<file path="config.mk">
export PLATFORM = sky130hd
export DESIGN_NAME = lane_mask_ram
export DESIGN_NICKNAME = d
export VERILOG_FILES = /design/src/rtl/lmr_pkg.sv /design/src/rtl/lmr_wr_stage.sv /design/src/rtl/lmr_array.sv /design/src/rtl/lmr_fwd_merge.sv /design/src/rtl/lmr_rd_pipe.sv /design/src/rtl/lane_mask_ram.sv
export SDC_FILE = /design/constraint.sdc
export NUM_CORES = 2
export LEC_CHECK = 0
export ABC_CLOCK_PERIOD_IN_PS = 2900
export BUFFER_PORTS_ARGS = -buffer_cell sky130_fd_sc_hd__buf_2
export CAP_MARGIN = 20
export CORE_ASPECT_RATIO = 1.25
export CORE_MARGIN = 2
export CORE_UTILIZATION = 28
export CTS_CLUSTER_SIZE = 8
export DETAILED_ROUTE_END_ITERATION = 8
export SETUP_SLACK_MARGIN = 0.02
export SYNTH_ARGS = -nofsm -noshare
export SYNTH_HDL_FRONTEND = slang
export SYNTH_HIERARCHICAL = 1
export SYNTH_SLANG_ARGS = --single-unit
</file>
<file path="constraint.sdc">
create_clock -name clk -period 2.9 [get_ports clk]
set_input_delay 0.435 -clock clk [delete_from_list [all_inputs] [get_ports clk]]
set_output_delay 0.435 -clock clk [all_outputs]
set_load 0.1 [all_outputs]
</file>
<file path="src/rtl/lmr_pkg.sv">
package lmr_pkg;

    localparam int BYTE_W = 8;

    // Number of byte lanes in a word of the given width
    function automatic int lane_count(input int data_w);
        return data_w / BYTE_W;
    endfunction

    // Replicate one lane-enable bit across a byte
    function automatic logic [BYTE_W-1:0] lane_fill(input logic en);
        return {BYTE_W{en}};
    endfunction

    // Per-lane source for a forwarded read
    typedef enum logic {
        SRC_ARRAY   = 1'b0,
        SRC_PENDING = 1'b1
    } lane_src_e;

endpackage

</file>
<file path="src/rtl/lmr_wr_stage.sv">
module lmr_wr_stage #(
    parameter int DATA_W = 32,
    parameter int ADDR_W = 6,
    localparam int LANES = lmr_pkg::lane_count(DATA_W)
) (
    input  logic              clk,
    input  logic              rst,
    input  logic              wr_en,
    input  logic [ADDR_W-1:0] wr_addr,
    input  logic [DATA_W-1:0] wr_data,
    input  logic [LANES-1:0]  wr_be,
    output logic              q_vld,
    output logic [ADDR_W-1:0] q_addr,
    output logic [DATA_W-1:0] q_data,
    output logic [LANES-1:0]  q_be
);

    // One-entry pending slot: holds the write accepted on the last edge
    always_ff @(posedge clk) begin
        if (rst) begin
            q_vld <= 1'b0;
        end else begin
            q_vld <= wr_en;
        end
    end

    always_ff @(posedge clk) begin
        if (wr_en) begin
            q_addr <= wr_addr;
            q_data <= wr_data;
            q_be   <= wr_be;
        end
    end

endmodule

</file>
<file path="src/rtl/lmr_array.sv">
module lmr_array #(
    parameter int DATA_W    = 32,
    parameter int ADDR_W    = 6,
    parameter bit INIT_ZERO = 1'b1,
    localparam int LANES    = lmr_pkg::lane_count(DATA_W),
    localparam int DEPTH    = 1 << ADDR_W
) (
    input  logic              clk,
    input  logic              rst,
    input  logic              we,
    input  logic [ADDR_W-1:0] waddr,
    input  logic [DATA_W-1:0] wdata,
    input  logic [LANES-1:0]  wbe,
    input  logic [ADDR_W-1:0] raddr,
    output logic [DATA_W-1:0] rdata
);

    localparam int BW = lmr_pkg::BYTE_W;

    for (genvar g = 0; g < LANES; g++) begin : g_lane
        logic [BW-1:0] lane_mem [DEPTH];

        if (INIT_ZERO) begin : g_clr
            always_ff @(posedge clk) begin
                if (rst) begin
                    for (int i = 0; i < DEPTH; i++) begin
                        lane_mem[i] <= '0;
                    end
                end else if (we && wbe[g]) begin
                    lane_mem[waddr] <= wdata[g*BW +: BW];
                end
            end
        end else begin : g_noclr
            always_ff @(posedge clk) begin
                if (we && wbe[g]) begin
                    lane_mem[waddr] <= wdata[g*BW +: BW];
                end
            end
        end

        assign rdata[g*BW +: BW] = lane_mem[raddr];
    end

endmodule

</file>
<file path="src/rtl/lmr_fwd_merge.sv">
module lmr_fwd_merge #(
    parameter int DATA_W = 32,
    parameter int ADDR_W = 6,
    localparam int LANES = lmr_pkg::lane_count(DATA_W)
) (
    input  logic              p_vld,
    input  logic [ADDR_W-1:0] p_addr,
    input  logic [DATA_W-1:0] p_data,
    input  logic [LANES-1:0]  p_be,
    input  logic [ADDR_W-1:0] raddr,
    input  logic [DATA_W-1:0] arr_word,
    output logic [DATA_W-1:0] merged
);

    import lmr_pkg::*;

    localparam int BW = BYTE_W;

    logic hit;
    assign hit = p_vld && (p_addr == raddr);

    for (genvar g = 0; g < LANES; g++) begin : g_lane
        lane_src_e src;
        assign src = (hit && p_be[g]) ? SRC_PENDING : SRC_ARRAY;
        assign merged[g*BW +: BW] = (src == SRC_PENDING) ? p_data[g*BW +: BW]
                                                         : arr_word[g*BW +: BW];
    end

endmodule

</file>
<file path="src/rtl/lmr_rd_pipe.sv">
module lmr_rd_pipe #(
    parameter int DATA_W   = 32,
    parameter int RD_LAT   = 2,
    parameter int VLD_LEAD = 1,
    localparam int VL      = RD_LAT - VLD_LEAD
) (
    input  logic              clk,
    input  logic              rst,
    input  logic              issue,
    input  logic [DATA_W-1:0] din,
    output logic [DATA_W-1:0] dout,
    output logic              vld
);

    // Data stages shift every cycle; only the marked cycle is meaningful
    logic [DATA_W-1:0] dstg [RD_LAT];

    always_ff @(posedge clk) begin
        dstg[0] <= din;
        for (int k = RD_LAT - 1; k > 0; k--) begin
            dstg[k] <= dstg[k-1];
        end
    end

    assign dout = dstg[RD_LAT-1];

    // Valid chain is shorter than the data chain by the lead
    if (VL == 1) begin : g_v1
        logic vq;
        always_ff @(posedge clk) begin
            if (rst) vq <= 1'b0;
            else     vq <= issue;
        end
        assign vld = vq;
    end else begin : g_vn
        logic [VL-1:0] vsh;
        always_ff @(posedge clk) begin
            if (rst) vsh <= '0;
            else     vsh <= {vsh[VL-2:0], issue};
        end
        assign vld = vsh[VL-1];
    end

endmodule

</file>
<file path="src/rtl/lane_mask_ram.sv">
module lane_mask_ram #(
    parameter int DATA_W    = 32,
    parameter int ADDR_W    = 6,
    parameter int RD_LAT    = 2,
    parameter int VLD_LEAD  = 1,
    parameter bit INIT_ZERO = 1'b1,
    localparam int LANES    = lmr_pkg::lane_count(DATA_W)
) (
    input  logic              clk,
    input  logic              rst,
    input  logic              wr_en,
    input  logic [ADDR_W-1:0] wr_addr,
    input  logic [DATA_W-1:0] wr_data,
    input  logic [LANES-1:0]  wr_be,
    input  logic              rd_en,
    input  logic [ADDR_W-1:0] rd_addr,
    output logic [DATA_W-1:0] rd_data,
    output logic              rd_valid
);

    typedef struct packed {
        logic              vld;
        logic [ADDR_W-1:0] addr;
        logic [DATA_W-1:0] data;
        logic [LANES-1:0]  be;
    } wr_slot_t;

    wr_slot_t          pend;
    logic [DATA_W-1:0] arr_rdata;
    logic [DATA_W-1:0] rd_merged;

    lmr_wr_stage #(.DATA_W(DATA_W), .ADDR_W(ADDR_W)) u_wst (
        .clk     (clk),
        .rst     (rst),
        .wr_en   (wr_en),
        .wr_addr (wr_addr),
        .wr_data (wr_data),
        .wr_be   (wr_be),
        .q_vld   (pend.vld),
        .q_addr  (pend.addr),
        .q_data  (pend.data),
        .q_be    (pend.be)
    );

    lmr_array #(.DATA_W(DATA_W), .ADDR_W(ADDR_W), .INIT_ZERO(INIT_ZERO)) u_arr (
        .clk   (clk),
        .rst   (rst),
        .we    (pend.vld),
        .waddr (pend.addr),
        .wdata (pend.data),
        .wbe   (pend.be),
        .raddr (rd_addr),
        .rdata (arr_rdata)
    );

    lmr_fwd_merge #(.DATA_W(DATA_W), .ADDR_W(ADDR_W)) u_fwd (
        .p_vld    (pend.vld),
        .p_addr   (pend.addr),
        .p_data   (pend.data),
        .p_be     (pend.be),
        .raddr    (rd_addr),
        .arr_word (arr_rdata),
        .merged   (rd_merged)
    );

    lmr_rd_pipe #(.DATA_W(DATA_W), .RD_LAT(RD_LAT), .VLD_LEAD(VLD_LEAD)) u_pipe (
        .clk   (clk),
        .rst   (rst),
        .issue (rd_en),
        .din   (rd_merged),
        .dout  (rd_data),
        .vld   (rd_valid)
    );

endmodule

</file>
==> flow_summary.yaml <==
outcome:
  status: "finished, violations left"
  violations: "negative setup slack"
placement:
  place_congestion: 0.880
  port_buffers: 84
  dp_hpwl_um: 198000
  placed_cell_area_um2: 107000
timing:
  finalCriticalPeriod_ns: 2.90
  worst_slew_pin_slew_ns: 1.05
  hold_viol: 0
  setup_violations: 1
  fmax_mhz: 345
  finalCritPeriodShare: 1.00
  slew_headroom: 0.299
  rsz0062_at_grt: "no"
  skew_ns: 0.0624
  setup_ws_ns: -0.000306
  slew_violations: 0
worst_setup_path:
  r2r_slack_ns: -0.0003
  worstSetupPathType: "register to register"
  reg2reg_from: "u_wst/q_addr[2]"
  r2r_cells: 5
  arrival_ns: 3.44
  cp-end-kind: "register"
  r2r_end: "u_arr/g_lane[1].lane_mem[22][2]"
  critical_path_required_ns: 3.44
  crit_fanout: 9
  start_kind: "register"
flow_run:
  maxCapViolations: 0
floorplanning:
  row_count: 242
  initial_utilization: 0.282
  die_h_um: 666
  io-pin-count: 85
  die_w_um: 533
  die_area_um2: 355000
  core_area_um2: 348000
pwr:
  power_density_nw_per_um2: 641
  power_w: 0.0747
  p_leak_nw: 43.3
  vdd_drop_max_mv: 0.433
synthesis:
  yosysUniqueCellTypes: 44
  syn_nets: 6313
  synthArstFlopShare: 0
  synth_edf_count: 2090
  netlist_area_um2: 98100
  synth_area_per_cell_um2: 15.7
  yosysTopAreaCellShare: 0.640
  yosys_warnings: 6
  yosysTopAreaCell: "edfxtp_1"
  yosys-top-cells-count: "edfxtp_1 (2090), and2_1 (2050), mux4_2 (584)"
  synth-main-ff-cell: "edfxtp_1"
  ys_ff_latch: 2156
  synthCells: 6261
  yosys-top-cells-area: "edfxtp_1 (64%), mux4_2 (13%), and2_1 (13%), or2_2 (1.6%), dfxtp_1 (1.3%)"
  yosys.cell_count.top_type: "edfxtp_1"
  seq_area_frac_synth: 0.653
drt:
  via_per_inst: 4.84
  firstDrtPassIters: 6
  routed_wirelength_um: 294000
  vias: 55900
  drt-initial-drc-count: 6087
  post-route-drc-count: 0
  wl_per_cell_um: 25.4
  antenna_left: 0
layout:
  finish.net_count: 6804
  drive_gt1_frac: 0.275
  design_area_um2: 117000
  syn2layout_area_growth_pct: 18.8
  n_fill_cell: 33300
clock_tree:
  clock_path_buffers: 4
  cts_root_buf: "clkbuf_16"
  cts_tree: "done"
  cts.sinks: 2156
  path_clk_slew_ns: 0.05
  htreeDepth: 5
  numCtsBuffers: 310
  clkLatencyLatePin_ns: 0.91
grt:
  grt_pass1_wl_um: 419000
  grtUsageTotal: 0.162
  grt_pass1_vias: 57600
  grt_antenna_before_repair: 20
  grt_max_degree: 177
  grt-ovfl-total: 0
worst_hold_path:
  hold_path.class: "primary input to register"
  whs_endpoint: "u_wst/q_vld"
  holdPathStages: 3
  hp-start: "rst"
-- repair_timing --
action / CTS / global route
hold endpoints to repair: 43 / 0
hold buffers: 44 / 0
gates resized for setup: 9 / 7
setup endpoints to repair: 101 / 41
gates cloned: 0 / 0
buffers inserted: 0 / 0
-- layout make-up --
cell class / instances / area (µm²) / area share
clock inverter: 32 / 708 / 0.00608
sequential: 2156 / 64100 / 0.550
clock buffer: 432 / 8260 / 0.0709
tap: 4636 / 5800 / 0.0498
inverter: 1 / 3.75 / 0.0000322
timing repair buffer: 672 / 5770 / 0.0495
antenna: 19 / 47.5 / 0.000408
multi-input combinational: 3611 / 31900 / 0.273
-- cells in the final DEF, fill, tap and decap left out, drive strengths merged, types with 11 or more instances in the layout --
master / instances
nor2b: 24
a21oi: 32
or2: 259
o22ai: 11
mux2i: 82
clkbuf: 433
nor2: 269
dlygate4sd3: 44
mux2: 57
buf: 627
edfxtp: 2090
clkinv: 20
and2: 2050
a211oi: 17
mux4: 584
a22oi: 25
o211ai: 20
inv: 11
dfxtp: 66
diode: 19
nand2: 131
-- how the worst max path moves through the flow --
stage,from,end,slack [ns],cells after the start
after floorplan,rd_addr[0],u_pipe/dstg[0][1],0.12,8
final,u_wst/q_addr[2],u_arr/g_lane[1].lane_mem[22][2],-0.0003,5
after global routing,u_wst/q_addr[1],u_arr/g_lane[3].lane_mem[22][0],0.03,5
after detailed placement,rd_addr[0],u_pipe/dstg[0][19],-0.25,9
after global placement,rd_addr[0],u_pipe/dstg[0][17],-0.25,9
after CTS,u_wst/q_addr[1],u_arr/g_lane[1].lane_mem[10][7],0.03,5
-- state kept, by name (all words and copies together), names as in the netlist --
register	cells
u_wst/q_addr	6
u_pipe/dstg	64
u_wst/q_be	4
u_wst/q_vld	1
u_wst/q_data	32
u_arr/g_lane.lane_mem	2048
u_pipe/vld	1
-- logic make-up after synthesis --
kind of cell	share of synthesized area
AND/OR/NAND/NOR	0.167
flip-flops	0.653
AO/OA/AOI/OAI	0.00813
XOR/XNOR	0.000536
multiplexers	0.149
buffers and inverters	0.0222
-- through the flow --
stage	worst slack, ns	hold slack [ns]	cells	utilization	TNS [ns]
2_1_floorplan	0.118	0.310	6261	-	0
3_3_place_gp	-0.249	0.439	11000	0.307	-5.39
3_5_place_dp	-0.254	0.437	11000	0.307	-7.20
4_1_cts	0.0275	0.151	11500	0.334	0
5_1_grt	0.0278	0.202	11500	0.335	0
6_report	-0.000306	0.160	11600	0.335	-0.000306
-- report_power, final --
part	switching (W)	internal (W)
registers	0.000551	0.0351
logic	0.00354	0.00185
clock network	0.0137	0.0200
-- critical path: stages (launching register included) --
cell      delay (ns)
edfxtp_1        0.72
and3b_1         0.46
nand2_1         0.37
buf_4           0.30
nor2_1          0.31
or2_2           0.34
-- metal layers --
layer,up-vias,track usage,wire length (µm)
li1,23800,-,-
met1,29300,0.203,115000
met2,2301,0.271,144000
met3,503,0.0294,21300
met4,10,0.0704,13100
met5,-,0,59
Power figures use the tool's default switching activity.
